`src/rtl/cfg_chain_pkg.sv`:
```
package cfg_chain_pkg;

  typedef enum logic [1:0] {
    FS_WAIT = 2'd0,
    FS_LOAD = 2'd1,
    FS_FWD  = 2'd2
  } frame_state_e;

  function automatic int image_bytes(input int bits);
    return bits / 8;
  endfunction

  function automatic int addr_width(input int bits);
    return (bits / 8 > 1) ? $clog2(bits / 8) : 1;
  endfunction

  function automatic logic [7:0] push_bit(input logic [7:0] acc, input logic b);
    return {acc[6:0], b};
  endfunction

endpackage

```
`src/rtl/cfg_init_timer.sv`:
```
module cfg_init_timer #(
  parameter int HOLD = 4
) (
  input  logic clk,
  input  logic prog_n,
  output logic ready
);
  localparam int W = $clog2(HOLD + 1);

  logic [W-1:0] remain;

  always_ff @(posedge clk) begin
    if (!prog_n)
      remain <= W'(HOLD);
    else if (remain != '0)
      remain <= remain - 1'b1;
  end

  assign ready = (remain == '0);

  assert_init_hold_R2: assert property (@(posedge clk) disable iff (!prog_n)
    $past(!prog_n) |-> !ready);

  assert_init_stay_R2: assert property (@(posedge clk) disable iff (!prog_n)
    ready |=> ready);

endmodule

```
`src/rtl/cfg_frame_ctrl.sv`:
```
module cfg_frame_ctrl
  import cfg_chain_pkg::*;
#(
  parameter int IMAGE_BITS = 64
) (
  input  logic clk,
  input  logic prog_n,
  input  logic ready,
  input  logic sdi,
  output logic shift_en,
  output logic done,
  output logic sdo
);
  localparam int CW = $clog2(IMAGE_BITS + 1);

  frame_state_e  state;
  logic [CW-1:0] nbits;
  logic          start_seen;
  logic          last_bit;

  assign start_seen = (state == FS_WAIT) && ready && !sdi;
  assign last_bit   = (state == FS_LOAD) && (nbits == CW'(IMAGE_BITS - 1));

  always_ff @(posedge clk) begin
    if (!prog_n) begin
      state <= FS_WAIT;
      nbits <= '0;
      sdo   <= 1'b1;
    end else begin
      sdo <= (state == FS_FWD) ? sdi : 1'b1;
      if (start_seen) begin
        state <= FS_LOAD;
        nbits <= '0;
      end else if (state == FS_LOAD) begin
        nbits <= nbits + 1'b1;
        if (last_bit) state <= FS_FWD;
      end
    end
  end

  assign shift_en = (state == FS_LOAD);
  assign done     = (state == FS_FWD);

  assert_sdo_idle_R7: assert property (@(posedge clk) disable iff (!prog_n)
    (state != FS_FWD) |=> sdo);

  assert_sdo_copy_R8: assert property (@(posedge clk) disable iff (!prog_n)
    done |=> (sdo == $past(sdi)));

  assert_done_hold_R6: assert property (@(posedge clk) disable iff (!prog_n)
    done |=> done);

  assert_wait_gate_R3: assert property (@(posedge clk) disable iff (!prog_n)
    ((state == FS_WAIT) && (!ready || sdi)) |=> (state == FS_WAIT));

endmodule

```
`src/rtl/cfg_byte_packer.sv`:
```
module cfg_byte_packer
  import cfg_chain_pkg::*;
#(
  parameter int ADDR_W = 3
) (
  input  logic              clk,
  input  logic              prog_n,
  input  logic              shift_en,
  input  logic              sdi,
  output logic              wr_en,
  output logic [ADDR_W-1:0] wr_addr,
  output logic [7:0]        wr_data
);
  logic [2:0]        phase;
  logic [7:0]        acc;
  logic [ADDR_W-1:0] next_addr;
  logic              byte_full;

  assign byte_full = shift_en && (phase == 3'd7);

  always_ff @(posedge clk) begin
    if (!prog_n) begin
      phase     <= '0;
      acc       <= '0;
      next_addr <= '0;
      wr_en     <= 1'b0;
      wr_addr   <= '0;
      wr_data   <= '0;
    end else begin
      wr_en <= byte_full;
      if (shift_en) begin
        acc   <= push_bit(acc, sdi);
        phase <= phase + 1'b1;
      end
      if (byte_full) begin
        wr_data   <= push_bit(acc, sdi);
        wr_addr   <= next_addr;
        next_addr <= next_addr + 1'b1;
      end
    end
  end

  assert_strobe_single_R5: assert property (@(posedge clk) disable iff (!prog_n)
    wr_en |=> !wr_en);

  assert_lsb_last_R4: assert property (@(posedge clk) disable iff (!prog_n)
    byte_full |=> (wr_en && (wr_data[0] == $past(sdi))));

endmodule

```
`src/rtl/cfg_chain_rx.sv`:
```
module cfg_chain_rx
  import cfg_chain_pkg::*;
#(
  parameter  int IMAGE_BITS = 64,
  parameter  int INIT_CLKS  = 4,
  localparam int ADDR_W     = addr_width(IMAGE_BITS)
) (
  input  logic              clk,
  input  logic              prog_n,
  input  logic              sdi,
  output logic              sdo,
  output logic              done,
  output logic              init_rdy,
  output logic              wr_en,
  output logic [ADDR_W-1:0] wr_addr,
  output logic [7:0]        wr_data
);
  logic shift_en;

  cfg_init_timer #(.HOLD(INIT_CLKS)) u_timer (
    .clk    (clk),
    .prog_n (prog_n),
    .ready  (init_rdy)
  );

  cfg_frame_ctrl #(.IMAGE_BITS(IMAGE_BITS)) u_ctrl (
    .clk      (clk),
    .prog_n   (prog_n),
    .ready    (init_rdy),
    .sdi      (sdi),
    .shift_en (shift_en),
    .done     (done),
    .sdo      (sdo)
  );

  cfg_byte_packer #(.ADDR_W(ADDR_W)) u_pack (
    .clk      (clk),
    .prog_n   (prog_n),
    .shift_en (shift_en),
    .sdi      (sdi),
    .wr_en    (wr_en),
    .wr_addr  (wr_addr),
    .wr_data  (wr_data)
  );

  assert_quiet_after_done_R9: assert property (@(posedge clk) disable iff (!prog_n)
    (done && $past(done)) |-> !wr_en);

  assert_no_load_before_init_R3: assert property (@(posedge clk) disable iff (!prog_n)
    !init_rdy |-> (!shift_en && !done));

endmodule

```
`config.mk`:
```
export PLATFORM = sky130hd
export DESIGN_NAME = cfg_chain_rx
export DESIGN_NICKNAME = d
export VERILOG_FILES = /design/src/rtl/cfg_chain_pkg.sv /design/src/rtl/cfg_init_timer.sv /design/src/rtl/cfg_frame_ctrl.sv /design/src/rtl/cfg_byte_packer.sv /design/src/rtl/cfg_chain_rx.sv
export SDC_FILE = /design/constraint.sdc
export NUM_CORES = 1
export LEC_CHECK = 0
export CORE_ASPECT_RATIO = 1.2
export CORE_UTILIZATION = 30
export DETAILED_ROUTE_END_ITERATION = 6
export PLACE_DENSITY = 0.5
export SLEW_MARGIN = 20
export SYNTH_ARGS = -nofsm -noshare
export SYNTH_HDL_FRONTEND = slang
export SYNTH_SLANG_ARGS = --single-unit
export TNS_END_PERCENT = 100
```
`constraint.sdc`:
```
create_clock -name clk -period 1.9 [get_ports clk]
set_clock_uncertainty 0.15 [all_clocks]
set_input_delay 0.285 -clock clk [delete_from_list [all_inputs] [get_ports clk]]
set_output_delay 0.285 -clock clk [all_outputs]
set_load 0.02 [all_outputs]
```
==> impl_metrics.py <==
metrics = {
    "clock_network": {
        "postCtsSetupBuffers": 0,
        "clkTransAtPathRegs_ps": 70,
        "clockRootBuffer": "clkbuf_8",
        "clock_latency_ps": 290,
        "post_cts_resized": 2,
        "clock_sinks": 38,
        "cts_buffers": 5,
        "cts_hold_buffers": 0,
        "clockBufferDepth": 2,
        "cts_tree": "built",
        "htree_num_levels": 2,
    },
    "timing": {
        "rsz0062_at_grt": "no",
        "final_hold_viol_count": 0,
        "worstMarginPinSlew_ps": 467,
        "drv_slew": 0,
        "fin_tns_setup_ps": 0,
        "period_needed_ps": 1770,
        "maxSlewHeadroom_pct": 68.8,
        "hold_ws_ps": 314,
        "setup_viol": 0,
        "post-route-period-util_pct": 93.2,
        "max_freq_mhz": 565,
    },
    "global_routing": {
        "grtUsageMet1_pct": 12.5,
        "use_met3_pct": 3.37,
        "antenna_found_initial": 0,
        "grt_overflow_total": 0,
        "grt_max_degree": 16,
        "grt_use_met2_pct": 20.1,
        "grt_pass1_wl_mm": 4.80,
        "first_global_vias": 1165,
        "gr-usage-all-layers_pct": 11.6,
        "grt_most_used_layer": "met2",
    },
    "routing": {
        "post-route-drc-count": 0,
        "ant_nets": 0,
        "wl_per_cell_um": 10.8,
        "firstDrtPassIters": 4,
        "via_count": 1204,
        "finalWirelength_mm": 2.78,
        "dr.first_iter.drc_count": 35,
        "vias_per_cell": 4.70,
    },
    "logic_synthesis": {
        "yosys_warnings": 0,
        "synth_ff_type": "dfxtp_1",
        "syn_area_sq_um": 1560,
        "yosys.area.top_type": "dfxtp_1",
        "synth_top_area_share_pct": 48.9,
        "synth.yosys.seq_area_share_pct": 48.9,
        "synth_cells": 172,
        "synthArstFlopShare_pct": 0,
        "synth.distinct_cells": 30,
        "syn-num-nets": 181,
        "synth_edf_count": 0,
        "synth-seq-cells": 38,
        "syn-mean-instance-area_sq_um": 9.05,
        "synth.area.top_cells": "dfxtp_1 (49%), nand2_1 (11%), a21boi_0 (11%)",
    },
    "layout": {
        "final_common_cell": "nand2_1",
        "layout_common_cells": "nand2_1 (47), dfxtp_1 (38), a21boi_0 (22), clkdlybuf4s50_1 (15), buf_4 (8)",
        "nets": 204,
        "post_route_cells_drive_above_1_share_pct": 9.69,
        "num_antenna_cells": 0,
        "area_growth_pct": 23.9,
    },
    "flow_run": {
        "max_cap_violations": 0,
    },
    "outcome": {
        "outcome": "complete, no violations",
    },
    "setup_path": {
        "r2r_setup_slack_ps": 180,
        "crit_slowest_cell": "dfxtp_1",
        "crit_path_cell_trace": "inv_1 > ha_1 > nand2b_1 > inv_1 > dlygate4sd2_1",
        "path_class": "reg2out",
        "crit_required_ps": 1460,
        "critPathMaxFanout": 3,
        "r2r-end": "u_ctrl.state[0]$_SDFFE_PN0P_",
        "rr_worst_depth": 4,
        "cp-start-kind": "flip-flop",
        "cp.arrival_ps": 1340,
        "r2r-start": "u_ctrl.nbits[0]$_SDFFE_PP0P_",
        "crit_top_cell": "inv_1",
        "cp-end-kind": "output port",
        "cp_slowest_stage_delay_ps": 320,
    },
    "worst_hold_path": {
        "hold_path.startpoint": "u_pack.wr_data[7]$_SDFFE_PN0P_",
        "whs_path_depth": 2,
        "min_path_type": "reg2reg",
        "hold_end": "u_pack.wr_data[7]$_SDFFE_PN0P_",
    },
    "pwr": {
        "leakage_nw": 0.738,
        "power_density_nw_per_um2": 940,
        "irDropWorstVdd_v": 0.000468,
    },
    "placement": {
        "hpwl_mm": 2.07,
        "portBuffers": 17,
        "place.gp.congestion": 0.713,
    },
    "floorplan": {
        "rows": 28,
        "die_height_um": 80.9,
        "die_x_um": 67.8,
        "start_util_pct": 31.3,
        "coreArea_sq_um": 4970,
        "pin_count": 18,
        "die_area_sq_um": 5480,
    },
}
==> through the flow <==
step                      utilization [%]  std cells  cell area, sq um  setup slack, ps  power (mW)
after global routing                 38.8        256              1930             19.5        1.92
after floorplan                         -        172              1560              281        1.08
final                                38.8        256              1930              130        1.81
after detailed placement             36.6        248              1820              158        1.18
after CTS                            38.8        256              1930              103        1.85
after global placement               36.6        248              1820              183        1.16
==> critical path, delay by kind of cell (launching register included) <==
| kind | cells | cell delay (ps) |
|---|---|---|
| buf+inv | 3 | 420 |
| simple gates | 1 | 100 |
| fa+ha+maj | 1 | 220 |
| flops | 1 | 320 |
==> worst max path at each step <==
stage,from,to,slack [ps],cells past startpoint
floorplan,u_ctrl.nbits[0]$_SDFFE_PP0P_,u_ctrl.state[0]$_SDFFE_PN0P_,280,4
global placement,u_pack.phase[0]$_SDFFE_PN0P_,u_pack.next_addr[2]$_SDFFE_PN0P_,180,5
detailed placement,u_timer.remain[0]$_SDFFE_PN0P_,init_rdy,160,5
CTS,u_timer.remain[0]$_SDFFE_PN0P_,init_rdy,100,5
global route,u_timer.remain[0]$_SDFFE_PN0P_,init_rdy,20,5
finish,u_timer.remain[0]$_SDFFE_PN0P_,init_rdy,130,5
==> report_power, final <==
group	total [mW]	switching, mW	internal [mW]
combinational	0.275	0.148	0.127
sequential	0.877	0.0355	0.842
clock	0.660	0.274	0.386
==> area by class of cell <==
class | count | area [sq um]
Timing Repair Buffer | 25 | 228
Fill cell | 504 | 3050
Clock inverter | 3 | 40.0
Tap cell | 60 | 75.1
Multi-Input combinational cell | 119 | 733
Inverter | 6 | 22.5
Clock buffer | 5 | 68.8
Sequential cell | 38 | 761
==> flip-flops by register name, summed over array words and instances, names as in the netlist <==
register / cells
u_pack.wr_data: 8
u_ctrl.nbits: 7
u_pack.acc: 7
u_pack.next_addr: 3
u_pack.phase: 3
u_pack.wr_addr: 3
u_timer.remain: 3
u_ctrl.state: 2
u_ctrl.sdo: 1
u_pack.wr_en: 1
==> layer usage <==
metal / vias to the layer above / wire, um
met5: - / 0
met1: 562 / 1310
li1: 617 / -
met4: 0 / 57
met3: 6 / 94
met2: 19 / 1320
==> cell usage after synthesis, types with 3 or more instances <==
master	count
nand2_1	47
dfxtp_1	38
a21boi_0	22
a21oi_1	6
clkbuf_1	6
ha_1	6
inv_1	6
and2_1	5
xnor2_1	5
nor2_1	3
o21ai_0	3
or3_1	3
==> kinds of logic after synthesis <==
kind of cell	count (synthesis)	synth area share [%]
AO/OA/AOI/OAI	38	17.8
flip-flops	38	48.9
buffers and inverters	15	4.02
adder cells (fa/ha/maj)	6	4.82
AND/OR/NAND/NOR	70	21.7
XOR/XNOR	5	2.81
Power figures use the tool's default switching activity.
